[src/rtl/sram_gate_pkg.sv]
package sram_gate_pkg;

  // Strobes issued by the control to the datapath, one cycle wide each.
  typedef struct packed {
    logic keyCapture;  // latch the key response word
    logic keyLoad;     // move latched key to the outputs
    logic initStart;   // reset sweep counter and LFSR
    logic initStep;    // emit one sweep write
    logic grant;       // forward the current request
    logic reject;      // answer the current request with an error
  } gateStrobe_t;

endpackage

[src/rtl/sram_gate_ctrl.sv]
module sram_gate_ctrl
  import sram_gate_pkg::*;
#(
  parameter int EXEC_EN = 1,
  parameter int KEY_DLY = 4,
  parameter int ESC_DLY = 3
) (
  input  logic        clk,
  input  logic        rstN,
  input  logic        ctrlWrEn,
  input  logic [1:0]  ctrlWrData,
  input  logic        keyAck,
  input  logic        escIn,
  input  logic        execEnable,
  input  logic        memReq,
  input  logic        memInstr,
  input  logic        initLast,
  output logic        keyReq,
  output logic        keyValid,
  output logic        escalated,
  output logic        errSticky,
  output logic        initDone,
  output gateStrobe_t strb
);

  logic [ESC_DLY-1:0] escSr;
  logic [KEY_DLY-1:0] keyDly;
  logic initBusy;
  logic blocked;
  logic wrOk;
  logic renewReq;
  logic initReq;
  logic execOk;
  logic accessOk;

  // Escalation counts as effective once it has crossed the delay line.
  assign blocked  = escalated | escSr[ESC_DLY-1];
  assign wrOk     = ctrlWrEn && !blocked;
  assign renewReq = wrOk && ctrlWrData[0];
  assign initReq  = wrOk && ctrlWrData[1] && !initBusy;
  assign execOk   = (EXEC_EN != 0) && execEnable;
  assign accessOk = keyValid && !blocked && !initBusy && (!memInstr || execOk);

  always_comb begin
    strb            = '0;
    strb.keyCapture = keyReq && keyAck;
    strb.keyLoad    = keyDly[KEY_DLY-1];
    strb.initStart  = initReq;
    strb.initStep   = initBusy && !blocked;
    strb.grant      = memReq && accessOk;
    strb.reject     = memReq && !accessOk;
  end

  always_ff @(posedge clk or negedge rstN) begin
    if (!rstN) begin
      escSr     <= '0;
      escalated <= 1'b0;
      keyDly    <= '0;
      keyReq    <= 1'b0;
      keyValid  <= 1'b0;
      errSticky <= 1'b0;
      initBusy  <= 1'b0;
      initDone  <= 1'b0;
    end else begin
      escSr     <= (escSr << 1) | ESC_DLY'(escIn);
      escalated <= blocked;
      keyDly    <= (keyDly << 1) | KEY_DLY'(strb.keyCapture);
      errSticky <= errSticky | strb.reject;

      if (renewReq)             keyReq <= 1'b1;
      else if (strb.keyCapture) keyReq <= 1'b0;

      if (blocked || renewReq)  keyValid <= 1'b0;
      else if (strb.keyLoad)    keyValid <= 1'b1;

      if (blocked)                       initBusy <= 1'b0;
      else if (initReq)                  initBusy <= 1'b1;
      else if (strb.initStep && initLast) initBusy <= 1'b0;

      if (initReq)                       initDone <= 1'b0;
      else if (strb.initStep && initLast) initDone <= 1'b1;
    end
  end

  // a pending key request is held until acknowledged
  p_keyreq_hold_r2: assert property (@(posedge clk) disable iff (!rstN)
    keyReq && !keyAck |=> keyReq);

  // escalation lock is sticky
  p_esc_sticky_r5: assert property (@(posedge clk) disable iff (!rstN)
    escalated |=> escalated);

  // error flag never falls outside reset
  p_err_sticky_r10: assert property (@(posedge clk) disable iff (!rstN)
    errSticky |=> errSticky);

  // no valid key while locked
  p_no_key_locked_r5: assert property (@(posedge clk) disable iff (!rstN)
    escalated |-> !keyValid);

endmodule

[src/rtl/sram_gate_dp.sv]
module sram_gate_dp
  import sram_gate_pkg::*;
#(
  parameter int ADDR_W  = 15,
  parameter int DATA_W  = 32,
  parameter int KEY_W   = 64,
  parameter int NONCE_W = 32,
  parameter logic [DATA_W-1:0] LFSR_TAPS = 32'h8020_0003,
  parameter logic [DATA_W-1:0] LFSR_SEED = 32'h0000_0001,
  localparam int RSP_W = 1 + KEY_W + NONCE_W
) (
  input  logic               clk,
  input  logic               rstN,
  input  gateStrobe_t        strb,
  input  logic [RSP_W-1:0]   keyRspData,
  input  logic               memWe,
  input  logic [ADDR_W-1:0]  memAddr,
  input  logic [DATA_W-1:0]  memWdata,
  output logic               initLast,
  output logic [KEY_W-1:0]   scrKey,
  output logic [NONCE_W-1:0] scrNonce,
  output logic               seedValid,
  output logic               memGnt,
  output logic               memErr,
  output logic               sramReq,
  output logic               sramWe,
  output logic [ADDR_W-1:0]  sramAddr,
  output logic [DATA_W-1:0]  sramWdata
);

  logic               holdSeed;
  logic [KEY_W-1:0]   holdKey;
  logic [NONCE_W-1:0] holdNonce;
  logic [ADDR_W-1:0]  initCnt;
  logic [DATA_W-1:0]  lfsr;
  logic [DATA_W-1:0]  lfsrNext;

  assign initLast = &initCnt;
  assign lfsrNext = {lfsr[DATA_W-2:0], ^(lfsr & LFSR_TAPS)};

  // Key staging: latched on acknowledge, published on the delayed strobe.
  always_ff @(posedge clk or negedge rstN) begin
    if (!rstN) begin
      holdSeed  <= 1'b0;
      holdKey   <= '0;
      holdNonce <= '0;
      scrKey    <= '0;
      scrNonce  <= '0;
      seedValid <= 1'b0;
    end else begin
      if (strb.keyCapture) begin
        holdSeed  <= keyRspData[RSP_W-1];
        holdKey   <= keyRspData[RSP_W-2 -: KEY_W];
        holdNonce <= keyRspData[NONCE_W-1:0];
      end
      if (strb.keyLoad) begin
        scrKey    <= holdKey;
        scrNonce  <= holdNonce;
        seedValid <= holdSeed;
      end
    end
  end

  // Sweep counter, data source and SRAM port registers.
  always_ff @(posedge clk or negedge rstN) begin
    if (!rstN) begin
      initCnt   <= '0;
      lfsr      <= LFSR_SEED;
      memGnt    <= 1'b0;
      memErr    <= 1'b0;
      sramReq   <= 1'b0;
      sramWe    <= 1'b0;
      sramAddr  <= '0;
      sramWdata <= '0;
    end else begin
      memGnt  <= strb.grant;
      memErr  <= strb.reject;
      sramReq <= strb.grant | strb.initStep;
      if (strb.initStart) begin
        initCnt <= '0;
        lfsr    <= LFSR_SEED;
      end else if (strb.initStep) begin
        initCnt <= initCnt + ADDR_W'(1);
        lfsr    <= lfsrNext;
      end
      if (strb.initStep) begin
        sramWe    <= 1'b1;
        sramAddr  <= initCnt;
        sramWdata <= lfsr;
      end else if (strb.grant) begin
        sramWe    <= memWe;
        sramAddr  <= memAddr;
        sramWdata <= memWdata;
      end
    end
  end

  // key outputs move only on the delayed load strobe
  p_key_only_on_load_r4: assert property (@(posedge clk) disable iff (!rstN)
    !strb.keyLoad |=> $stable(scrKey) && $stable(scrNonce));

  // never both responses
  p_one_resp_r12: assert property (@(posedge clk) disable iff (!rstN)
    !(memGnt && memErr));

  // back-to-back sweep writes walk upward by one
  p_sweep_ascending_r9: assert property (@(posedge clk) disable iff (!rstN)
    $past(strb.initStep) && $past(strb.initStep, 2) |-> sramAddr == $past(sramAddr) + ADDR_W'(1));

endmodule

[src/rtl/sram_key_gate.sv]
module sram_key_gate
  import sram_gate_pkg::*;
#(
  parameter int ADDR_W  = 15,
  parameter int EXEC_EN = 1,
  parameter int DATA_W  = 32,
  parameter int KEY_W   = 64,
  parameter int NONCE_W = 32,
  parameter int KEY_DLY = 4,
  parameter int ESC_DLY = 3,
  parameter logic [DATA_W-1:0] LFSR_TAPS = 32'h8020_0003,
  parameter logic [DATA_W-1:0] LFSR_SEED = 32'h0000_0001,
  localparam int RSP_W = 1 + KEY_W + NONCE_W
) (
  input  logic               clk,
  input  logic               rstN,
  input  logic               ctrlWrEn,
  input  logic [1:0]         ctrlWrData,
  output logic [4:0]         statusOut,
  output logic               keyReq,
  input  logic               keyAck,
  input  logic [RSP_W-1:0]   keyRspData,
  output logic [KEY_W-1:0]   scrKey,
  output logic [NONCE_W-1:0] scrNonce,
  output logic               keyValid,
  input  logic               escIn,
  input  logic               execEnable,
  input  logic               memReq,
  input  logic               memInstr,
  input  logic               memWe,
  input  logic [ADDR_W-1:0]  memAddr,
  input  logic [DATA_W-1:0]  memWdata,
  output logic               memGnt,
  output logic               memErr,
  output logic               sramReq,
  output logic               sramWe,
  output logic [ADDR_W-1:0]  sramAddr,
  output logic [DATA_W-1:0]  sramWdata
);

  gateStrobe_t strb;
  logic initLast;
  logic escalated;
  logic errSticky;
  logic initDone;
  logic seedValid;

  sram_gate_ctrl #(
    .EXEC_EN(EXEC_EN), .KEY_DLY(KEY_DLY), .ESC_DLY(ESC_DLY)
  ) u_ctrl (
    .clk(clk), .rstN(rstN),
    .ctrlWrEn(ctrlWrEn), .ctrlWrData(ctrlWrData),
    .keyAck(keyAck), .escIn(escIn), .execEnable(execEnable),
    .memReq(memReq), .memInstr(memInstr), .initLast(initLast),
    .keyReq(keyReq), .keyValid(keyValid), .escalated(escalated),
    .errSticky(errSticky), .initDone(initDone), .strb(strb)
  );

  sram_gate_dp #(
    .ADDR_W(ADDR_W), .DATA_W(DATA_W), .KEY_W(KEY_W), .NONCE_W(NONCE_W),
    .LFSR_TAPS(LFSR_TAPS), .LFSR_SEED(LFSR_SEED)
  ) u_dp (
    .clk(clk), .rstN(rstN), .strb(strb), .keyRspData(keyRspData),
    .memWe(memWe), .memAddr(memAddr), .memWdata(memWdata),
    .initLast(initLast), .scrKey(scrKey), .scrNonce(scrNonce),
    .seedValid(seedValid), .memGnt(memGnt), .memErr(memErr),
    .sramReq(sramReq), .sramWe(sramWe), .sramAddr(sramAddr), .sramWdata(sramWdata)
  );

  assign statusOut = {initDone, seedValid, keyValid, escalated, errSticky};

  // once the escalated bit shows, nothing is granted
  p_esc_blocks_r5: assert property (@(posedge clk) disable iff (!rstN)
    statusOut[1] |-> !memGnt);

  // fetches pass only under the execute policy
  p_instr_policy_r6: assert property (@(posedge clk) disable iff (!rstN)
    memGnt && $past(memInstr) |-> (EXEC_EN != 0) && $past(execEnable));

  // a grant requires a valid key when sampled
  p_grant_needs_key_r8: assert property (@(posedge clk) disable iff (!rstN)
    memGnt |-> $past(keyValid));

  // responses only follow a request
  p_resp_needs_req_r12: assert property (@(posedge clk) disable iff (!rstN)
    memGnt || memErr |-> $past(memReq));

endmodule

[config.mk]
export PLATFORM = sky130hd
export DESIGN_NAME = sram_key_gate
export DESIGN_NICKNAME = d
export VERILOG_FILES = /design/src/rtl/sram_gate_pkg.sv /design/src/rtl/sram_gate_ctrl.sv /design/src/rtl/sram_gate_dp.sv /design/src/rtl/sram_key_gate.sv
export SDC_FILE = /design/constraint.sdc
export NUM_CORES = 1
export LEC_CHECK = 0
export BUFFER_PORTS_ARGS = -buffer_cell sky130_fd_sc_hd__buf_2
export CORE_MARGIN = 8
export CORE_UTILIZATION = 40
export DETAILED_ROUTE_END_ITERATION = 8
export PLACE_DENSITY = 0.69
export SYNTH_ARGS = -nofsm -noshare
export SYNTH_HDL_FRONTEND = slang
export SYNTH_SLANG_ARGS = --single-unit
export TNS_END_PERCENT = 100
[constraint.sdc]
create_clock -name clk -period 2.4 [get_ports clk]
set_input_delay 0.48 -clock clk [delete_from_list [all_inputs] [get_ports clk]]
set_output_delay 0.48 -clock clk [all_outputs]
set_load 0.02 [all_outputs]
# Word-level counts from Yosys, hierarchy flattened
# Index checks and enable logic that the tools add are counted.
# W data, S select, Z words.
dict set report totals {
  ff_bits 305
  in_bits 155
  output_inout_bits 154
  word_cells 73
}
dict set report op_classes {
  addsub 1
  n_mux 19
  bitwise_logic 5
  reduce_logical 26
}
# cell n
set ops {}
lappend ops {{$mux W32} 4}
lappend ops {{$mux W15} 4}
lappend ops {{$reduce_xor A32 Y1} 1}
lappend ops {{$add A15 B1 Y15 const B} 1}
lappend ops {{$reduce_and A15 Y1} 1}
lappend ops {{$logic_and A1 B1 Y1} 12}
lappend ops {{$mux W1} 11}
lappend ops {{$reduce_bool A2 Y1} 5}
lappend ops {{$logic_not A1 Y1} 4}
lappend ops {{$or A4 B1 Y4} 1}
lappend ops {{$or A1 B1 Y1} 3}
lappend ops {{$or A3 B1 Y3} 1}
lappend ops {{$reduce_bool A3 Y1} 1}
lappend ops {{$logic_or A1 B1 Y1} 2}

# Logic depth before layout (Yosys ltp)
dict set report depth {
  ltp_word 8
  depth_mapped 6
}

# By module
# A second synthesis with hierarchy kept.
dict set report unflattened {
  cells_unflattened 853
  area_unflattened_um2 11876.4
}
# mod instances cells_each area_per_inst_um2
set modules_own_cells {}
lappend modules_own_cells {sram_gate_dp 1 806 11328.4}
lappend modules_own_cells {sram_gate_ctrl 1 42 510.5}
lappend modules_own_cells {sram_key_gate 1 5 37.5}

# Least setup slack after synthesis
# No wires, ideal clock.
dict set report synth_path {
  kind {register to register}
  start {reg u_ctrl.keyReq}
  end {reg u_dp.holdKey[34]}
  setup_ns 0.125
  t_arrival_ns 1.744
  t_required_ns 2.275
  path_slack_ns 0.531
  path_stages_with_launch 6
  path_buffers 3
  synth_period_minus_slack_ns 1.869
  path_cell_list {dfrtp_1 and2_1 clkbuf_1 buf_2 buf_1 mux2_2}
}
dict set report synth_via {
  elab_chain_cells 1
}
# item line_no
set synth_lines {}
lappend synth_lines {{from (decl)} sram_gate_ctrl.sv:18} ;# output logic keyReq,
lappend synth_lines {{from (signal assigned)} sram_gate_ctrl.sv:59} ;# keyReq <= 1'b0;
lappend synth_lines {{from (signal assigned)} sram_gate_ctrl.sv:70} ;# if (renewReq) keyReq <= 1'b1;
lappend synth_lines {{from (signal assigned)} sram_gate_ctrl.sv:71} ;# else if (strb.keyCapture) keyReq <= 1'b0;
lappend synth_lines {{$logic_and A1 B1 Y1} sram_gate_ctrl.sv:46} ;# strb.keyCapture = keyReq && keyAck;
lappend synth_lines {{to (signal assigned)} sram_gate_dp.sv:53} ;# holdKey <= keyRspData[RSP_W-2 -: KEY_W];
lappend synth_lines {{to (decl)} sram_gate_dp.sv:32} ;# logic [KEY_W-1:0] holdKey;
# No other way between the ends.
# A chain may end at the register's enable or synchronous reset.

# Worst setup path in the final report
dict set report layout_path {
  start {reg u_ctrl.escSr[2]}
  end {reg u_dp.initCnt[10]}
}
dict set report layout_via {
  elab_chain_cells 6
  word_cells_on_any_way 8
  classes_between {mux (1); bitwise (1); reduce/logical (6)}
}
# item line_no
set layout_lines {}
lappend layout_lines {{from (decl)} sram_gate_ctrl.sv:26} ;# logic [ESC_DLY-1:0] escSr;
lappend layout_lines {{from (signal assigned)} sram_gate_ctrl.sv:65} ;# escSr <= (escSr << 1) | ESC_DLY'(escIn);
lappend layout_lines {{$or A1 B1 Y1 (*)} sram_gate_ctrl.sv:37} ;# assign blocked = escalated | escSr[ESC_DLY-1];
lappend layout_lines {{net u_ctrl.blocked} sram_gate_ctrl.sv:29} ;# logic blocked;
lappend layout_lines {{$logic_not A1 Y1 (*)} {sram_gate_ctrl.sv:38, sram_gate_ctrl.sv:49}}
lappend layout_lines {{$logic_and A1 B1 Y1} sram_gate_ctrl.sv:38} ;# assign wrOk = ctrlWrEn && !blocked;
lappend layout_lines {{$logic_and A1 B1 Y1 (2 in series)} sram_gate_ctrl.sv:40} ;# assign initReq = wrOk && ctrlWrData[1] && !initBusy;
lappend layout_lines {{$mux W15 / $reduce_bool A2 Y1 (equally long branches)} -}
lappend layout_lines {{to (signal assigned)} sram_gate_dp.sv:83} ;# initCnt <= initCnt + ADDR_W'(1);
lappend layout_lines {{to (decl)} sram_gate_dp.sv:34} ;# logic [ADDR_W-1:0] initCnt;
# The timed path passes the listed nets; every way through them passes the cells marked *.

==> impl_results.md <==
* Clock root buffer: clkbuf_16
* Relative slew slack at 56.89%
* Launch point of the worst reg-to-reg path: u_ctrl.escSr[2]$_DFF_PN0_
* Slew Viols, Final at 0
* Hold Startpoint: escIn
* Clock Skew at 0.01471 ns
* Tcrit/Tclk final at 78.37%
* Seq pwr share at 47.3%
* Largest net degree at the start of global routing at 85
* Pwr per Cell Area at 924.2 nW/um2
* Initial DRC Count at 402
* Die footprint at 34920 um2
* Yosys top cell area share at 65.14%
* Vias per cell at 4.965
* Number of distinct library cells after synthesis at 41
* Post-synth design cell area at 11680 um2
* WS Path Type: reg -> reg
* Cells after DPL at 1519
* Num CTS Buffers at 34
* Remaining antenna violation count at 0
* Syn Area/Cell at 13.55 um2
* TritonCTS Sinks at 305
* Logic pwr share at 17.7%
* GR Util met1 at 19.69%
* Grt peak-use layer: met2
* Global route overflow at 0
* Startpoint types: flip-flop
* Post-Layout Cell Count at 1579
* First-pass GRT wire length at 46360 um
* Routed length per instance at 18.21 um
* Post-Syn Nets at 1018
* R2R Path End: u_dp.initCnt[10]$_DFFE_PN0P_
* Max-cap violations at 0
* Switching Fraction at 28.02%
* Core Area at 28700 um2
* CP max FO at 7
* Most common cell after layout, fill and taps aside: buf_2
* EDFF count, synth at 0
* Share of cells above drive strength 1 at 48.49%
* Initial core utilization at 40.69%
* Final nets at 1328
* Peak VDD IR at 587.9 uV
* Synth area leader: dfrtp_1
* Skew-Pair Late Insertion Delay at 0.50 ns
* CP Capture Type: flip-flop
* Post-synthesis cell count at 862
* Chip Height at 186.9 um
* PortBufs at 308
* Fin. Hold Viols at 0
* Die X at 186.9 um
* Pint at 9.861 mW
* Status: finished, final reports clean
* CTS tree: built
* Net Sw Power at 3.840 mW
* Final worst path period need at 1.881 ns
* Initial antenna violation count at 4
* Routability congestion estimate at 0.7925
* Achievable Freq at 531.7 MHz
* Seq/Total Area, Yosys at 65.36%
* Hold Path End: u_ctrl.escSr[0]$_DFF_PN0_
* CP arrival at 2.31 ns
* # rows at 62
* Most used DFF post-synth: dfrtp_1
* Hold Path Depth at 1
* Synth Warn # at 0
* Most frequent cells in the layout: buf_2, dfrtp_1, mux2_2
* CTS clk-pin slew, worst paths at 0.06 ns
* Total power at 13.70 mW
* Worst-Margin Slew at 0.6467 ns
* Vias in the first global route at 8281
* Reg2Reg Setup Slack at 0.52 ns
* Post-synthesis async set-or-reset flop share at 100.0%
* TritonRoute pass-1 iters at 4
* I/O pins at 309
* DR vias at 7840
* R2R cell count at 5
* Leakage at 7.352 nW
* Post-Route WL at 28750 um
* Clock Path Buffers at 3
* Setup violators final at 0
* RSZ-0062 raised after global routing: no
* FF+latch count, synth at 305
* Clock power share at 35.0%
* GRT Overall Usage at 16.18%
* Synth area leaders: dfrtp_1, mux2_2, a21oi_1
* Worst hold-check path type: in -> reg
* Met2 usage at 26.84%
* H-tree levels at 2
* Worst EP required at 2.83 ns
* DP Wirelength at 20290 um
* Setup total negative slack at 0 ns
* Met3 GRT Util at 5.779%
* Synth-to-layout area growth at 26.93%
* DRC at 0
-- synthesized netlist by cell type (3+ instances only) --
cell	count
dfrtp_1	304
mux2_2	194
a21oi_1	94
nand2_1	66
nor2_1	52
clkbuf_1	42
a22o_1	32
xnor2_1	7
buf_2	5
buf_4	5
inv_1	5
nand3_1	5
o21ai_0	5
buf_1	4
nand4_1	4
a22oi_1	3
nor3_1	3
or3_1	3
xor2_1	3
-- through the flow --
step	utilization [%]	hold slack, ns	worst slack, ns	cell area, um2
floorplan	-	0.1844	0.5314	11680
global placement	48.03	0.3320	0.5489	13780
detailed placement	48.03	0.3358	0.5149	13780
CTS	51.64	0.06698	0.5192	14820
global route	51.64	0.06620	0.4211	14820
finish	51.65	0.09297	0.5191	14820
-- cell families after synthesis --
logic type	Yosys count	synth area share, %
AOI/OAI and AO/OA	142	7.350
muxes	195	18.79
xor gates and xnor gates	10	0.7500
DFF	305	65.36
and+or+nand+nor	146	5.400
buffers and inverters	63	2.239
adders and majority gates	1	0.1071
-- worst max-delay path by stage --
stage | start | endpoint | slack, ns
after floorplan | u_ctrl.keyReq$_DFFE_PN0P_ | u_dp.holdKey[34]$_DFFE_PN0P_ | 0.53
after global placement | u_ctrl.escSr[2]$_DFF_PN0_ | u_dp.initCnt[10]$_DFFE_PN0P_ | 0.55
after detailed placement | u_ctrl.escSr[2]$_DFF_PN0_ | u_dp.initCnt[10]$_DFFE_PN0P_ | 0.51
after CTS | u_ctrl.escSr[2]$_DFF_PN0_ | u_dp.initCnt[10]$_DFFE_PN0P_ | 0.52
after global routing | u_ctrl.initBusy$_DFFE_PN0P_ | u_dp.sramAddr[1]$_DFFE_PN0P_ | 0.42
final | u_ctrl.escSr[2]$_DFF_PN0_ | u_dp.initCnt[10]$_DFFE_PN0P_ | 0.52
-- critical path, cell delays in order (launching register included) --
cell and delay (ns):
dfrtp_1 0.42, nor2_4 0.16, inv_2 0.09, or4_1 0.65, or3_1 0.35, a21oi_1 0.15
-- layer usage --
layer | vias up | wire (um)
li1 | 3627 | -
met1 | 3961 | 11860
met2 | 201 | 14060
met3 | 45 | 2210
met4 | 6 | 587
met5 | - | 38
-- timing repair --
item / CTS / global route
endpoints found under the hold margin: 21 / 0
resized for setup: 0 / 0
hold buffers: 1 / 0
setup buffers: 0 / 0
-- area by class of cell --
cell class                      count  area [um2]
Antenna cell                        1       2.502
Inverter                            7       26.28
Timing Repair Buffer              330        1857
Fill cell                        2510       13880
Clock buffer                       51       965.9
Multi-Input combinational cell    494        3794
Sequential cell                   305        7637
Tap cell                          384       480.5
Clock inverter                      7       61.31
-- registers in the layout (all words and copies together), names as in the netlist, 3 cells and up --
signal          cells
u_dp.holdKey       64
u_dp.scrKey        64
u_dp.holdNonce     32
u_dp.lfsr          32
u_dp.scrNonce      32
u_dp.sramWdata     32
u_dp.initCnt       15
u_dp.sramAddr      15
u_ctrl.keyDly       4
u_ctrl.escSr        3
-- power by group through the flow --
stage	logic, mW	clock network (mW)	registers, mW
2_1_floorplan	0.790	0	7.13
3_3_place_gp	2.42	0	6.52
3_5_place_dp	2.47	0	6.57
4_1_cts	2.48	4.94	6.49
5_1_grt	2.62	5.16	6.60
6_report	2.42	4.80	6.48
Note: power is estimated with default switching activity, not from simulation.
